[src/rtl/rsr_pkg.sv]
package rsr_pkg;

  localparam int BYTE_W     = 8;
  localparam int ADDR_W     = 7;
  localparam int FLAG_W     = 2;

  localparam logic [ADDR_W-1:0] A_CTRL   = 7'h0F;
  localparam logic [ADDR_W-1:0] A_STAT   = 7'h10;
  localparam logic [ADDR_W-1:0] A_CFG    = 7'h11;
  localparam logic [ADDR_W-1:0] A_RAM_LO = 7'h20;

  // Control byte: bit 6 is the write lock, bits 5:3 are fixed at zero.
  localparam int               LOCK_BIT  = 6;
  localparam logic [BYTE_W-1:0] CTRL_KEEP = 8'hC7;

  typedef enum logic [1:0] {
    KIND_PLAIN,   // ordinary read/write byte
    KIND_CTRL,    // control byte, masked, exempt from the lock
    KIND_STAT,    // status byte, read-only mirror of the flags
    KIND_HOLE     // unmapped gap
  } kind_e;

  function automatic kind_e addr_kind(input logic [ADDR_W-1:0] a);
    if (a == A_CTRL)                              return KIND_CTRL;
    else if (a == A_STAT)                         return KIND_STAT;
    else if (a < A_CTRL || a == A_CFG || a >= A_RAM_LO) return KIND_PLAIN;
    else                                          return KIND_HOLE;
  endfunction

endpackage

[src/rtl/rsr_sync.sv]
module rsr_sync #(
  parameter int WIDTH  = 3,
  parameter int STAGES = 2
) (
  input  logic             clk,
  input  logic             rst_n,
  input  logic [WIDTH-1:0] d,
  output logic [WIDTH-1:0] q
);

  logic [STAGES-1:0][WIDTH-1:0] stage_q;

  always_ff @(posedge clk or negedge rst_n) begin
    if (!rst_n) begin
      stage_q <= '0;
    end else begin
      stage_q[0] <= d;
      for (int i = 1; i < STAGES; i++) stage_q[i] <= stage_q[i-1];
    end
  end

  assign q = stage_q[STAGES-1];

endmodule

[src/rtl/rsr_serial.sv]
module rsr_serial #(
  parameter int BYTE_W = 8
) (
  input  logic              clk,
  input  logic              rst_n,
  input  logic              cs_s,
  input  logic              sclk_s,
  input  logic              mosi_s,
  input  logic [BYTE_W-1:0] tx_byte,
  input  logic              tx_load,
  output logic              rx_valid,
  output logic [BYTE_W-1:0] rx_byte,
  output logic              rx_first,
  output logic              miso
);

  localparam int CNT_W = $clog2(BYTE_W);
  localparam logic [CNT_W-1:0] LAST_BIT = CNT_W'(BYTE_W - 1);

  logic              sclk_d;
  logic              rise, fall;
  logic [CNT_W-1:0]  bit_cnt_q;
  logic [BYTE_W-1:0] shift_q;
  logic              first_q;
  logic [BYTE_W-1:0] tx_q;
  logic              miso_q;

  always_ff @(posedge clk or negedge rst_n) begin
    if (!rst_n) sclk_d <= 1'b0;
    else        sclk_d <= sclk_s;
  end

  assign rise = cs_s &  sclk_s & ~sclk_d;
  assign fall = cs_s & ~sclk_s &  sclk_d;

  // Receive side: sample on the falling edge, MSB first.
  always_ff @(posedge clk or negedge rst_n) begin
    if (!rst_n) begin
      bit_cnt_q <= '0;
      shift_q   <= '0;
      first_q   <= 1'b1;
      rx_valid  <= 1'b0;
      rx_byte   <= '0;
      rx_first  <= 1'b0;
    end else begin
      rx_valid <= 1'b0;
      if (!cs_s) begin
        bit_cnt_q <= '0;
        first_q   <= 1'b1;
      end else if (fall) begin
        shift_q <= {shift_q[BYTE_W-2:0], mosi_s};
        if (bit_cnt_q == LAST_BIT) begin
          bit_cnt_q <= '0;
          rx_valid  <= 1'b1;
          rx_byte   <= {shift_q[BYTE_W-2:0], mosi_s};
          rx_first  <= first_q;
          first_q   <= 1'b0;
        end else begin
          bit_cnt_q <= bit_cnt_q + 1'b1;
        end
      end
    end
  end

  // Transmit side: next bit leaves on each rising edge.
  always_ff @(posedge clk or negedge rst_n) begin
    if (!rst_n) begin
      tx_q   <= '0;
      miso_q <= 1'b0;
    end else if (!cs_s) begin
      tx_q   <= '0;
      miso_q <= 1'b0;
    end else if (tx_load) begin
      tx_q <= tx_byte;
    end else if (rise) begin
      miso_q <= tx_q[BYTE_W-1];
      tx_q   <= {tx_q[BYTE_W-2:0], 1'b0};
    end
  end

  assign miso = miso_q;

  // a deselected port emits nothing
  p_idle_when_deselected_r3: assert property (@(posedge clk) disable iff (!rst_n)
    !cs_s |=> (!rx_valid && !miso))
    else $error("deselected port produced activity");

  // output changes only after a rising serial edge
  p_miso_on_rise_r2: assert property (@(posedge clk) disable iff (!rst_n)
    (cs_s && $past(cs_s) && !$past(rise)) |-> $stable(miso_q))
    else $error("miso moved without a rising edge");

  // completed bytes only follow a falling serial edge
  p_rx_after_fall_r2: assert property (@(posedge clk) disable iff (!rst_n)
    rx_valid |-> $past(fall))
    else $error("byte completed without a falling edge");

endmodule

[src/rtl/rsr_regfile.sv]
module rsr_regfile
  import rsr_pkg::*;
#(
  parameter int AW = ADDR_W,
  parameter int DW = BYTE_W,
  parameter int FW = FLAG_W
) (
  input  logic          clk,
  input  logic          rst_n,
  input  logic          rx_valid,
  input  logic [DW-1:0] rx_byte,
  input  logic          rx_first,
  input  logic [FW-1:0] alarm_flags,
  output logic [DW-1:0] tx_byte,
  output logic          tx_load,
  output logic [DW-1:0] ctrl_value
);

  localparam int DEPTH = 1 << AW;

  logic [DEPTH-1:0][DW-1:0] mem_q;
  logic [AW-1:0]            addr_q;
  logic                     wr_mode_q;
  logic                     fetch_q;
  kind_e                    kind;
  logic                     locked;
  logic                     wr_fire;

  assign kind    = addr_kind(addr_q);
  assign locked  = mem_q[A_CTRL][LOCK_BIT];
  assign wr_fire = rx_valid & ~rx_first & wr_mode_q;

  // Address counter, mode and read prefetch control.
  always_ff @(posedge clk or negedge rst_n) begin
    if (!rst_n) begin
      addr_q    <= '0;
      wr_mode_q <= 1'b0;
      fetch_q   <= 1'b0;
    end else begin
      fetch_q <= 1'b0;
      if (rx_valid && rx_first) begin
        addr_q    <= rx_byte[AW-1:0];
        wr_mode_q <= rx_byte[DW-1];
        fetch_q   <= ~rx_byte[DW-1];
      end else if (wr_fire) begin
        addr_q <= addr_q + 1'b1;
      end else if (rx_valid) begin
        fetch_q <= 1'b1;
      end else if (fetch_q) begin
        addr_q <= addr_q + 1'b1;
      end
    end
  end

  // Storage with region-dependent write rules.
  always_ff @(posedge clk or negedge rst_n) begin
    if (!rst_n) begin
      mem_q <= '0;
    end else if (wr_fire) begin
      unique case (kind)
        KIND_PLAIN: if (!locked) mem_q[addr_q] <= rx_byte;
        KIND_CTRL:  mem_q[A_CTRL] <= rx_byte & CTRL_KEEP;
        default:    ;
      endcase
    end
  end

  always_comb begin
    unique case (kind)
      KIND_PLAIN: tx_byte = mem_q[addr_q];
      KIND_CTRL:  tx_byte = mem_q[A_CTRL];
      KIND_STAT:  tx_byte = {{(DW-FW){1'b0}}, alarm_flags};
      default:    tx_byte = '0;
    endcase
  end

  assign tx_load    = fetch_q;
  assign ctrl_value = mem_q[A_CTRL];

  // a locked write outside the control byte leaves storage alone
  p_lock_blocks_r6: assert property (@(posedge clk) disable iff (!rst_n)
    (wr_fire && locked && kind != KIND_CTRL) |=> $stable(mem_q))
    else $error("write went through the lock");

  // status writes do not reach storage
  p_status_ro_r8: assert property (@(posedge clk) disable iff (!rst_n)
    (wr_fire && kind == KIND_STAT) |=> $stable(mem_q))
    else $error("status write stored");

  // gap writes do not reach storage, gap reads are zero
  p_hole_ro_r9: assert property (@(posedge clk) disable iff (!rst_n)
    (wr_fire && kind == KIND_HOLE) |=> $stable(mem_q))
    else $error("gap write stored");

  p_hole_reads_zero_r9: assert property (@(posedge clk) disable iff (!rst_n)
    (fetch_q && kind == KIND_HOLE) |-> (tx_byte == '0))
    else $error("gap read non-zero");

  // fixed-zero control bits never show up on a read
  p_ctrl_rsvd_r7: assert property (@(posedge clk) disable iff (!rst_n)
    (fetch_q && kind == KIND_CTRL) |-> (tx_byte[5:3] == 3'b000))
    else $error("reserved control bits non-zero");

  // each written byte steps the address by one, modulo the map size
  p_addr_step_r4: assert property (@(posedge clk) disable iff (!rst_n)
    wr_fire |=> (addr_q == AW'($past(addr_q) + 1'b1)))
    else $error("address did not step");

endmodule

[src/rtl/rtc_spi_regs.sv]
module rtc_spi_regs
  import rsr_pkg::*;
#(
  parameter int SYNC_STAGES = 2
) (
  input  logic              clk,
  input  logic              rst_n,
  input  logic              spi_cs,
  input  logic              spi_sclk,
  input  logic              spi_mosi,
  output logic              spi_miso,
  input  logic [FLAG_W-1:0] alarm_flags,
  output logic [BYTE_W-1:0] ctrl_value
);

  logic [2:0]        pins_s;
  logic              rx_valid;
  logic [BYTE_W-1:0] rx_byte;
  logic              rx_first;
  logic [BYTE_W-1:0] tx_byte;
  logic              tx_load;

  rsr_sync #(.WIDTH(3), .STAGES(SYNC_STAGES)) u_sync (
    .clk   (clk),
    .rst_n (rst_n),
    .d     ({spi_cs, spi_sclk, spi_mosi}),
    .q     (pins_s)
  );

  rsr_serial #(.BYTE_W(BYTE_W)) u_serial (
    .clk      (clk),
    .rst_n    (rst_n),
    .cs_s     (pins_s[2]),
    .sclk_s   (pins_s[1]),
    .mosi_s   (pins_s[0]),
    .tx_byte  (tx_byte),
    .tx_load  (tx_load),
    .rx_valid (rx_valid),
    .rx_byte  (rx_byte),
    .rx_first (rx_first),
    .miso     (spi_miso)
  );

  rsr_regfile #(.AW(ADDR_W), .DW(BYTE_W), .FW(FLAG_W)) u_regs (
    .clk         (clk),
    .rst_n       (rst_n),
    .rx_valid    (rx_valid),
    .rx_byte     (rx_byte),
    .rx_first    (rx_first),
    .alarm_flags (alarm_flags),
    .tx_byte     (tx_byte),
    .tx_load     (tx_load),
    .ctrl_value  (ctrl_value)
  );

  // the exported control byte never carries the fixed-zero bits
  p_ctrl_out_r7: assert property (@(posedge clk) disable iff (!rst_n)
    $changed(ctrl_value) |-> (ctrl_value[5:3] == 3'b000))
    else $error("control output reserved bits set");

endmodule

[config.mk]
export PLATFORM = sky130hd
export DESIGN_NAME = rtc_spi_regs
export DESIGN_NICKNAME = d
export VERILOG_FILES = /design/src/rtl/rsr_pkg.sv /design/src/rtl/rsr_sync.sv /design/src/rtl/rsr_serial.sv /design/src/rtl/rsr_regfile.sv /design/src/rtl/rtc_spi_regs.sv
export SDC_FILE = /design/constraint.sdc
export NUM_CORES = 2
export LEC_CHECK = 0
export CAP_MARGIN = 20
export CORE_AREA = 2 2 279 281
export DETAILED_ROUTE_END_ITERATION = 10
export DIE_AREA = 0 0 281 283
export PLACE_DENSITY = 0.85
export REMOVE_ABC_BUFFERS = 1
export SYNTH_ARGS = -nofsm -noshare
export SYNTH_HDL_FRONTEND = slang
export SYNTH_SLANG_ARGS = --single-unit
[constraint.sdc]
create_clock -name clk -period 4.33 [get_ports clk]
set_input_delay 1.0825 -clock clk [delete_from_list [all_inputs] [get_ports clk]]
set_output_delay 1.0825 -clock clk [all_outputs]
set_load 0.05 [all_outputs]
==> results.md <==
- Most frequent CP cell: o21ai_0
- Post-synthesis adder-cell area fraction: less than 1%
- CP max stage delay: 0.87 ns
- Slew Limit Fails: 0
- Largest net degree at the start of global routing: 100
- Die Y-Extent: around 280 um
- Static Leakage: approximately 26 nW
- First-pass GRT wire length: 211000 um
- Hold Crit Class: flip-flop to flip-flop
- RSZ-0062 raised after global routing: no
- Clk_skew: 0.0339 ns
- Final Hold Vio Count: 0
- Max Fclk: 264 MHz
- Post-synth top area share: 55.1%
- CTS Buffer Depth: 3
- Reg2reg path depth: 7
- Synth top cells by count: dfrtp_1, mux2_2, clkbuf_1, nand2_1, mux2i_1
- Detail Route Antenna Nets: 0
- Reg-to-reg slack, setup: 0.54 ns
- Post-Syn Area: 48600 um2
- Post-synth top area cell: dfrtp_1
- Status: finished, final reports clean
- Clock power frac: 50.0%
- Leading cell type by number of instances after synthesis: dfrtp_1
- Crit Path Max Fanout: 43
- Vias in the first global route: 33900
- Worst flop-to-flop path startpoint: u_regs.addr_q[1]$_DFFE_PN0P_
- Tmin final: 3.79 ns
- Post-route DRC: 0
- CTS sink cnt: approximately 1100
- Worst skew pair latency: a little under 0.7 ns
- TritonCTS clock tree: yes
- Sequential area share after synthesis: roughly 55%
- Worst slack, placed: about 0.85 ns
- Worst hold path cell count: 0
- Wire per inst: about 30 um
- Critical Path RT: 4.92 ns
- Post-synthesis xor/xnor area fraction: 0%
- Syn avg cell area: 13.5 um2
- Top Ports: 16
- Worst hold slack: 0.359 ns
- Initial antenna violation count: 4
- Synth Area in Simple Gates: 3.95%
- Largest family of logic cells by synthesized area: multiplexers
- Core box area: between 70000 and 80000 um2
- Worst hold start: u_sync.stage_q[1]$_DFF_PN0_
- Crit. path cell count: 7
- Fillers: 4902
- Core Rows: approximately 100
- Post-CTS Hold Buffers: 0
- Top delay family on crit path: compound AO/OA/AOI/OAI gates
- Crit path arrival time: 4.38 ns
- Peak supply drop: 399 uV
- Die footprint: 79500 um2
- Crit-path cells: inv_4 -> buf_4 -> a221oi_1 -> o21ai_0 -> o21ai_0 -> o41ai_1 -> o31ai_1
- Buffers and inverters on the worst path: 2
- Detailed Routing Iterations Pass 1: 8
- Nets@finish: 3489
- Worst Setup Path Type: flip-flop to flip-flop
- Worst R2R End: u_serial.tx_q[1]$_DFFE_PN0P_
- Via Count: 32500
- Fraction of layout cells with a size suffix above 1: around two fifths
- Postcts setup bufs: 0
- Total grt overflow: 0
- Synth top area cells: dfrtp_1, mux2_2, mux4_2, mux2i_1, clkbuf_1
- Switch Pwr: ~4.3 mW
- Initial Util: 63.3%
- Synth unique cells: 78
- Internal Power: ~16 mW
- Number of max-cap violations: 0
- Seq pwr share: about 50%
- Register bit total from synthesis: around 1100
- Gpl congestion: between 0.9 and 1
- Via/cell ratio: 7.04
- TritonCTS buffer count: approximately 110
- Hold endpoint: u_sync.q[1]$_DFF_PN0_
- Ys flop type: dfrtp_1
- Clk slew on worst S/H paths: 0.06 ns
- Sw Share: 20.8%
- Iter 0 DRT Violations: 4073
- Worst setup EP type: flip-flop
- CP max stage cell: dfrtp_4
- Area growth syn-to-layout: 9.64%
- Post-synthesis cell count: 3612
- Placed instance count: approximately 4400
- Number of H-tree levels: 3
- Mux contribution to synthesized area: 29.7%
- Overall die width: ~280 um
- FFs w/ async S/R, synth: between 90% and 100%
- Ys Warns: 0
- CP Launch Type: flip-flop
- Post-synthesis compound-gate area fraction: 7.16%
- Pwr per Cell Area: 386 nW/um2
- GRT Util Overall: 35.2%
- Worst setup margin: 0.541 ns
- # resized after CTS: 0
- Relative slew margins: 23.2%
- Final std cells w/o fill: 4615
- Period utilisation layout: 87.5%
- Routed WL: 139000 um
- Clk root buf: clkbuf_16
- # setup viols final: 0
- Worst slew pin tran: 1.15 ns
- Number of port buffers: 15
- EDFF count, synth: 0
- Final HPWL DP: roughly 85000 um
- Comb pwr share: 1.2%
==> worst reg2reg max path, stage by stage (launching register included) <==
cell and delay, ns:
dfrtp_4 0.87, inv_4 0.38, buf_4 0.42, a221oi_1 0.88, o21ai_0 0.43, o21ai_0 0.26
o41ai_1 0.21, o31ai_1 0.26
==> per-layer routing <==
| layer | GRT usage (%) | part of all wire, % |
|---|---|---|
| met2 | 52.0 | 45 |
| met4 | 22.0 | 7.0 |
| met1 | 45.5 | 37 |
| met5 | 0.122 | 0.020 |
| met3 | 10.8 | 11 |
==> layout make-up <==
cell class | count | area (um2) | share of cell area (%)
Antenna cell | 5 | 12.5 | 0.0235
Timing Repair Buffer | 124 | 1220 | 2.29
Sequential cell | 1070 | 26800 | 50.3
Clock buffer | 157 | 3180 | 5.97
Multi-Input combinational cell | 2160 | 19900 | 37.4
Inverter | 13 | 51.3 | 0.0963
Tap cell | 1040 | 1300 | 2.44
Clock inverter | 46 | 759 | 1.43
==> state kept, by name, indices dropped and copies added (netlist names) <==
signal and cells:
u_regs.mem_q 1016, u_regs.ctrl_value 8, u_serial.rx_byte 8, u_serial.tx_q 8, u_regs.addr_q 7, u_serial.shift_q 7
u_serial.bit_cnt_q 3, u_sync.q 3, u_sync.stage_q 3, u_regs.tx_load 1, u_regs.wr_mode_q 1, u_serial.first_q 1
u_serial.miso 1, u_serial.rx_first 1, u_serial.rx_valid 1, u_serial.sclk_d 1
==> cell families after synthesis <==
| group | after synthesis |
|---|---|
| AOI/OAI and AO/OA | 509 |
| adders and majority gates | 5 |
| buffers and inverters | 382 |
| DFF | 1070 |
| muxes | 1230 |
| and+or+nand+nor | 416 |
==> layout by cell type, fill, tap and decap left out, types with 22 or more instances in the layout <==
master	count
o22ai_1	115
nand2_1	215
mux2i_1	129
dfrtp_1	1058
buf_4	88
o221ai_1	54
a221oi_1	24
a22oi_1	24
mux2_1	59
clkbuf_8	25
clkbuf_16	110
mux4_2	68
o21ai_0	79
nor2_1	77
mux2_2	974
clkbuf_1	22
a21oi_1	89
==> worst max-delay path by stage <==
stage / endpoint / slack [ns] / start
3_3_place_gp: u_serial.tx_q[6]$_DFFE_PN0P_ / 0.84 / u_regs.addr_q[0]$_DFFE_PN0P_
4_1_cts: u_serial.tx_q[6]$_DFFE_PN0P_ / 0.83 / u_regs.addr_q[0]$_DFFE_PN0P_
6_report: u_serial.tx_q[1]$_DFFE_PN0P_ / 0.54 / u_regs.addr_q[1]$_DFFE_PN0P_
5_1_grt: u_serial.tx_q[1]$_DFFE_PN0P_ / 0.64 / u_regs.addr_q[1]$_DFFE_PN0P_
3_5_place_dp: u_serial.tx_q[6]$_DFFE_PN0P_ / 0.85 / u_regs.addr_q[0]$_DFFE_PN0P_
2_1_floorplan: u_serial.tx_q[0]$_DFFE_PN0P_ / -8.38 / u_regs.addr_q[0]$_DFFE_PN0P_
==> power groups by stage <==
stage	logic [mW]	registers [mW]	clock network (mW)
after floorplan	0.0173	10.2	0
after global placement	0.263	10.2	0
final	0.257	10.0	10.3
after global routing	0.301	10.0	10.7
after CTS	0.267	10.0	10.3
after detailed placement	0.266	10.2	0
==> through the flow <==
stage	instance area, um2	power, mW	utilization (%)	TNS, ns
3_3_place_gp	49300	10.5	64.2	0
5_1_grt	53300	21.1	69.4	0
4_1_cts	53200	20.6	69.4	0
6_report	53300	20.6	69.5	0
2_1_floorplan	46700	10.2	-	-5749.86
3_5_place_dp	49300	10.5	64.3	0
(Power assumes the default switching activity.)
